**config.mk**
```make
export PLATFORM = sky130hd
export DESIGN_NAME = status_resp_queue
export DESIGN_NICKNAME = d
export VERILOG_FILES = /design/src/rtl/srq_pkg.sv /design/src/rtl/srq_store.sv /design/src/rtl/srq_reader.sv /design/src/rtl/srq_irq.sv /design/src/rtl/status_resp_queue.sv
export SDC_FILE = /design/constraint.sdc
export NUM_CORES = 1
export LEC_CHECK = 0
export ABC_AREA = 1
export BUFFER_PORTS_ARGS = -buffer_cell sky130_fd_sc_hd__buf_4
export CAP_MARGIN = 40
export CELL_PAD_IN_SITES_DETAIL_PLACEMENT = 0
export CELL_PAD_IN_SITES_GLOBAL_PLACEMENT = 1
export CORE_MARGIN = 4
export CORE_UTILIZATION = 50
export DETAILED_ROUTE_END_ITERATION = 12
export PLACE_DENSITY_LB_ADDON = 0.25
export SYNTH_ARGS = -nofsm -noshare
export SYNTH_HDL_FRONTEND = slang
export SYNTH_SLANG_ARGS = --single-unit
export TNS_END_PERCENT = 100
```
**constraint.sdc**
```tcl
create_clock -name clk_i -period 2.8 [get_ports clk_i]
set_clock_uncertainty 0.05 [all_clocks]
set_input_delay 0.56 -clock clk_i [delete_from_list [all_inputs] [get_ports clk_i]]
set_output_delay 0.56 -clock clk_i [all_outputs]
set_load 0.05 [all_outputs]
```
**src/rtl/srq_pkg.sv**
```systemverilog
package srq_pkg;
  localparam int WORD_W   = 16;
  localparam int FAIL_LEN = 9;

  localparam logic [WORD_W-1:0] UNSUP_W1  = 16'h0F03;
  localparam logic [WORD_W-1:0] UNSUP_W2  = 16'h0002;
  localparam logic [WORD_W-1:0] ABSENT_W1 = 16'h0C11;
  localparam logic [WORD_W-1:0] ABSENT_W2 = 16'h000B;

  localparam logic [4:0] IRQ_OK   = 5'h01;
  localparam logic [4:0] IRQ_FAIL = 5'h0C;

  function automatic logic [WORD_W-1:0] make_hdr(input logic [7:0] len,
                                                 input logic [2:0] dev,
                                                 input logic [4:0] code);
    return {len, dev, code};
  endfunction
endpackage

```
**src/rtl/srq_store.sv**
```systemverilog
module srq_store #(
  parameter int DEPTH = 16,
  localparam int IDX_W = $clog2(DEPTH)
) (
  input  logic                      clk_i,
  input  logic                      rst_ni,
  input  logic                      fill_i,
  input  logic                      fill_absent_i,
  input  logic                      hdr_we_i,
  input  logic [srq_pkg::WORD_W-1:0] hdr_i,
  input  logic                      pay_we_i,
  input  logic [IDX_W-1:0]          pay_idx_i,
  input  logic [srq_pkg::WORD_W-1:0] pay_data_i,
  input  logic [IDX_W-1:0]          rd_idx_i,
  output logic [srq_pkg::WORD_W-1:0] rd_word_o
);
  import srq_pkg::*;

  logic [WORD_W-1:0] mem_q [DEPTH];

  for (genvar i = 0; i < DEPTH; i++) begin : g_word
    logic [WORD_W-1:0] fill_val;
    always_comb begin
      if (i == 0)      fill_val = hdr_i;
      else if (i == 1) fill_val = fill_absent_i ? ABSENT_W1 : UNSUP_W1;
      else if (i == 2) fill_val = fill_absent_i ? ABSENT_W2 : UNSUP_W2;
      else             fill_val = '0;
    end

    always_ff @(posedge clk_i or negedge rst_ni) begin
      if (!rst_ni) begin
        mem_q[i] <= '0;
      end else if (fill_i) begin
        mem_q[i] <= fill_val;
      end else if (hdr_we_i && i == 0) begin
        mem_q[i] <= hdr_i;
      end else if (pay_we_i && pay_idx_i == IDX_W'(i)) begin
        mem_q[i] <= pay_data_i;
      end
    end
  end

  assign rd_word_o = mem_q[rd_idx_i];
endmodule

```
**src/rtl/srq_reader.sv**
```systemverilog
module srq_reader #(
  parameter int DEPTH = 16,
  localparam int IDX_W = $clog2(DEPTH),
  localparam int LEN_W = $clog2(DEPTH + 1)
) (
  input  logic             clk_i,
  input  logic             rst_ni,
  input  logic             load_i,
  input  logic [LEN_W-1:0] len_i,
  input  logic             rd_i,
  output logic             full_o,
  output logic [IDX_W-1:0] ptr_o
);
  logic             full_q;
  logic [IDX_W-1:0] ptr_q;
  logic [LEN_W-1:0] len_q;
  logic             last;

  assign last = (LEN_W'(ptr_q) + LEN_W'(1)) == len_q;

  always_ff @(posedge clk_i or negedge rst_ni) begin
    if (!rst_ni) begin
      full_q <= 1'b0;
      ptr_q  <= '0;
      len_q  <= '0;
    end else if (load_i) begin
      full_q <= 1'b1;
      ptr_q  <= '0;
      len_q  <= len_i;
    end else if (rd_i && full_q) begin
      if (last) begin
        full_q <= 1'b0;
        ptr_q  <= '0;
        len_q  <= '0;
      end else begin
        ptr_q  <= ptr_q + IDX_W'(1);
      end
    end
  end

  assign full_o = full_q;
  assign ptr_o  = ptr_q;
endmodule

```
**src/rtl/srq_irq.sv**
```systemverilog
module srq_irq (
  input  logic       clk_i,
  input  logic       rst_ni,
  input  logic       set_i,
  input  logic [7:0] code_i,
  input  logic       eoi_i,
  input  logic       irq_en_i,
  output logic       pending_o,
  output logic [7:0] code_o,
  output logic       irq_o
);
  logic       pend_q;
  logic [7:0] code_q;

  always_ff @(posedge clk_i or negedge rst_ni) begin
    if (!rst_ni) begin
      pend_q <= 1'b0;
      code_q <= 8'hFF;
    end else if (set_i) begin
      pend_q <= 1'b1;
      code_q <= code_i;
    end else if (eoi_i) begin
      pend_q <= 1'b0;
    end
  end

  assign pending_o = pend_q;
  assign code_o    = code_q;
  assign irq_o     = pend_q & irq_en_i;
endmodule

```
**src/rtl/status_resp_queue.sv**
```systemverilog
module status_resp_queue #(
  parameter int DEPTH = 16,
  localparam int IDX_W = $clog2(DEPTH),
  localparam int LEN_W = $clog2(DEPTH + 1)
) (
  input  logic             clk_i,
  input  logic             rst_ni,
  input  logic             irq_en_i,
  input  logic             fail_i,
  input  logic             fail_absent_i,
  input  logic [4:0]       cmd_code_i,
  input  logic [2:0]       dev_i,
  input  logic             ld_we_i,
  input  logic [15:0]      ld_data_i,
  input  logic             ld_commit_i,
  input  logic [LEN_W-1:0] ld_len_i,
  input  logic             rd_i,
  input  logic             eoi_i,
  output logic [15:0]      rd_data_o,
  output logic             status_full_o,
  output logic             irq_pending_o,
  output logic             irq_o,
  output logic [7:0]       irq_code_o,
  output logic             load_err_o
);
  import srq_pkg::*;

  logic             full, pending, busy, len_ok;
  logic             fail_go, cmt_go, load_go, err_d, err_q;
  logic [LEN_W-1:0] load_len;
  logic [7:0]       irq_code_d;
  logic [WORD_W-1:0] hdr, word;
  logic [LEN_W-1:0] stg_q;
  logic             stg_we;
  logic [IDX_W-1:0] rd_ptr;

  assign busy    = full | pending;
  assign len_ok  = (ld_len_i != '0) && (ld_len_i <= LEN_W'(DEPTH));
  assign fail_go = fail_i & ~busy;
  assign cmt_go  = ld_commit_i & ~fail_i & ~busy & len_ok;
  assign load_go = fail_go | cmt_go;
  assign err_d   = (fail_i & busy) | (ld_commit_i & ~fail_i & (busy | ~len_ok));

  assign load_len   = fail_go ? LEN_W'(FAIL_LEN) : ld_len_i;
  assign hdr        = make_hdr(8'(load_len), dev_i, cmd_code_i);
  assign irq_code_d = {dev_i, fail_go ? IRQ_FAIL : IRQ_OK};

  // staging pointer: payload slots start right after the header
  assign stg_we = ld_we_i & ~full & ~load_go & (stg_q < LEN_W'(DEPTH));

  always_ff @(posedge clk_i or negedge rst_ni) begin
    if (!rst_ni) begin
      stg_q <= LEN_W'(1);
      err_q <= 1'b0;
    end else begin
      err_q <= err_d;
      if (load_go)     stg_q <= LEN_W'(1);
      else if (stg_we) stg_q <= stg_q + LEN_W'(1);
    end
  end

  srq_store #(.DEPTH(DEPTH)) u_store (
    .clk_i         (clk_i),
    .rst_ni        (rst_ni),
    .fill_i        (fail_go),
    .fill_absent_i (fail_absent_i),
    .hdr_we_i      (cmt_go),
    .hdr_i         (hdr),
    .pay_we_i      (stg_we),
    .pay_idx_i     (IDX_W'(stg_q)),
    .pay_data_i    (ld_data_i),
    .rd_idx_i      (rd_ptr),
    .rd_word_o     (word)
  );

  srq_reader #(.DEPTH(DEPTH)) u_reader (
    .clk_i  (clk_i),
    .rst_ni (rst_ni),
    .load_i (load_go),
    .len_i  (load_len),
    .rd_i   (rd_i),
    .full_o (full),
    .ptr_o  (rd_ptr)
  );

  srq_irq u_irq (
    .clk_i     (clk_i),
    .rst_ni    (rst_ni),
    .set_i     (load_go),
    .code_i    (irq_code_d),
    .eoi_i     (eoi_i),
    .irq_en_i  (irq_en_i),
    .pending_o (pending),
    .code_o    (irq_code_o),
    .irq_o     (irq_o)
  );

  assign rd_data_o     = full ? word : '0;
  assign status_full_o = full;
  assign irq_pending_o = pending;
  assign load_err_o    = err_q;
endmodule

```
==> impl_metrics.py <==
metrics = {
    "detailed_routing": {
        "wl_per_cell_um": 23.1,
        "dr.pass1.iters": 6,
        "vias_per_cell": 5.89,
        "ant_nets": 0,
        "routed_wl_mm": 50.7,
        "drc": 0,
        "initialDrtViolationCount": 1477,
        "num_vias": 12950,
    },
    "setup_path": {
        "worstSetupStartpointType": "flip-flop",
        "endpoint_kind": "primary output",
        "required_ns": 2.19,
        "critPathArrivalTime_ns": 2.47,
        "worstPathMaxFanout": 11,
        "path_class": "reg2out",
        "reg2reg_slack_ns": 0.30,
    },
    "global_route": {
        "grt_max_degree": 74,
        "grt_use_total_pct": 32.9,
        "grt_pass1_vias": 12654,
        "grt_pass1_wl_mm": 77.6,
        "overflow": 0,
        "antenna_found_initial": 2,
    },
    "power_and_ir_drop": {
        "power_density_mw_per_mm2": 1090,
        "finalPower_uw": 18300,
        "leakagePower_uw": 0.00827,
        "vdd_ir_drop_max_mv": 0.874,
    },
    "floorplan": {
        "row_count": 61,
        "core_area_sq_mm": 0.0278,
        "io_pins": 66,
        "floorplan.initialDensity_pct": 50.7,
        "die_h_um": 176,
        "die_x_um": 176,
        "die_area_sq_mm": 0.0309,
    },
    "timing": {
        "worst_slack_ns": -0.279,
        "rsz0062_at_grt": "true",
        "fin_crit_ns": 3.08,
        "slew_violations": 0,
        "max_freq_ghz": 0.325,
        "tightest_slew_ns": 0.531,
        "post-route-period-util_pct": 110,
        "finalSetupViolCount": 16,
        "relSlewSlack_pct": 64.2,
        "hold_viol": 0,
    },
    "placed_design": {
        "place_ws_ns": 0.215,
        "io_buffers": 65,
        "gp_congestion": 0.911,
        "placed_area_sq_mm": 0.0150,
        "dp_hpwl_mm": 30.7,
        "dp.cells": 2116,
    },
    "yosys": {
        "ys_seq_area_share_pct": 49.7,
        "synthCells": 1736,
        "synth.avg_cell_area_sq_um": 8.11,
        "synth_ff_type": "dfrtp_1",
        "synth.cell_area_sq_mm": 0.0141,
        "synthArstFlopShare_pct": 100,
        "synth_edf_count": 0,
        "ys_seq_elements": 279,
        "ys_warn_count": 0,
        "synthesis.nets": 1779,
        "synth.distinct_cells": 35,
    },
    "cts": {
        "cts-root-buf": "clkbuf_16",
        "cts.sinks": 279,
        "clk_path_buf_depth": 3,
        "htree_levels": 1,
        "path_clk_slew_ns": 0.06,
        "insertion_delay_ns": 0.57,
        "cts_tree": "yes",
        "cts_made_buffers": 31,
    },
    "finish": {
        "antenna_cells": 0,
        "nets": 1839,
        "final_cells": 2199,
        "num-fill-cells": 2496,
        "final_common_cell": "nand2_1",
        "final_cell_mix": "458 x nand2_1, 270 x dfrtp_1, 212 x o21ai_0",
        "utilization_pct": 60.4,
        "syn_to_final_growth_pct": 19.2,
        "final_area_sq_mm": 0.0168,
        "drive_above_1_share_pct": 15.8,
    },
    "run_status": {
        "outcome": "finished, violations left",
        "violations": "setup timing",
    },
    "hold_path": {
        "hp-class": "in2reg",
    },
    "flow_run": {
        "cap_violations": 0,
    },
}
-- final timing paths --
kind / cells after the start / endpoint / start
hold reg to reg: 2 / u_irq.code_o[7]$_DFFE_PN1P_ / u_irq.code_o[7]$_DFFE_PN1P_
setup reg to reg: 10 / u_store.mem_q[228]$_DFFE_PN0P_ / u_reader.full_o$_DFFE_PN0P_
min in group asynchronous: 2 / u_store.mem_q[156]$_DFFE_PN0P_ / rst_ni
setup / recovery: 8 / rd_data_o[15] / u_reader.ptr_o[1]$_DFFE_PN0P_
max in group asynchronous: 3 / u_store.mem_q[163]$_DFFE_PN0P_ / rst_ni
hold / removal: 2 / u_irq.pending_o$_DFFE_PN0P_ / eoi_i
-- cell usage after synthesis (all sizes together) (16+ instances only) --
cell	n	share of area, %
inv	87	2.4
a21oi	21	0.75
clkbuf	49	1.3
nand4	16	0.76
nor2	212	7.5
o21ai	257	9.1
o211ai	76	4.1
buf	72	3.8
nand3	174	6.4
nand2	474	13
dfrtp	272	48
-- registers in the layout, summed over array words and instances, names as in the netlist --
signal,cells
u_reader.len_q,5
u_reader.ptr_o,4
load_err_o,1
stg_q,5
u_irq.code_o,6
u_store.mem_q,256
u_reader.full_o,1
u_irq.pending_o,1
-- timing repair --
action | in CTS | in global routing
resized for setup | 84 | 13
pin swaps | 32 | 12
setup endpoints to repair | 16 | 16
endpoints found under the hold margin | 54 | 0
gates cloned | 12 | 2
hold buffers | 1 | 0
buffers inserted | 8 | 2
-- power by group --
group	total (uW)	switching [uW]	internal, uW	leakage (uW)
combinational	9030	5870	3170	0.00398
sequential	5130	425	4700	0.00379
clock	4180	1730	2450	0.000503
total	18300	8020	10300	0.00827
-- final cells by class --
| class | count | area, sq um | share of cell area, % |
|---|---|---|---|
| Clock buffer | 44 | 875 | 5.21 |
| Clock inverter | 14 | 160 | 0.955 |
| Inverter | 90 | 357 | 2.13 |
| Multi-Input combinational cell | 1246 | 6130 | 36.6 |
| Sequential cell | 279 | 7000 | 41.7 |
| Tap cell | 378 | 473 | 2.82 |
| Timing Repair Buffer | 148 | 1780 | 10.6 |
-- cells by family after synthesis --
kind of cell	count (synthesis)	synth area share [%]
simple gates	879	28.0
flops	279	49.7
fa+ha+maj	5	0.445
buf+inv	211	7.55
compound gates	361	14.3
xor+xnor	1	0.0623
-- layer usage --
metal | routed length, um | vias up | GRT usage (%)
met5 | 27 | - | 0
met4 | 2070 | 4 | 11.7
met3 | 4770 | 143 | 7.19
met2 | 22900 | 672 | 51.1
met1 | 21000 | 6264 | 45.8
li1 | - | 5867 | -
-- stage by stage --
stage | hold slack, ns | TNS (ns)
5_1_grt | 0.128 | -4.19
2_1_floorplan | 0.214 | 0
4_1_cts | 0.111 | -2.63
3_5_place_dp | 0.403 | 0
3_3_place_gp | 0.399 | 0
6_report | 0.114 | -3.26
-- critical path, cell delays in order, from the launching register on --
cell and delay [ns]:
dfrtp_2 0.44, inv_2 0.20, buf_12 0.20, o21ai_0 0.09, o211ai_1 0.25, nand3_1 0.16, a21oi_2 0.24, buf_4 0.17
buf_8 0.14
Power figures use the tool's default switching activity.
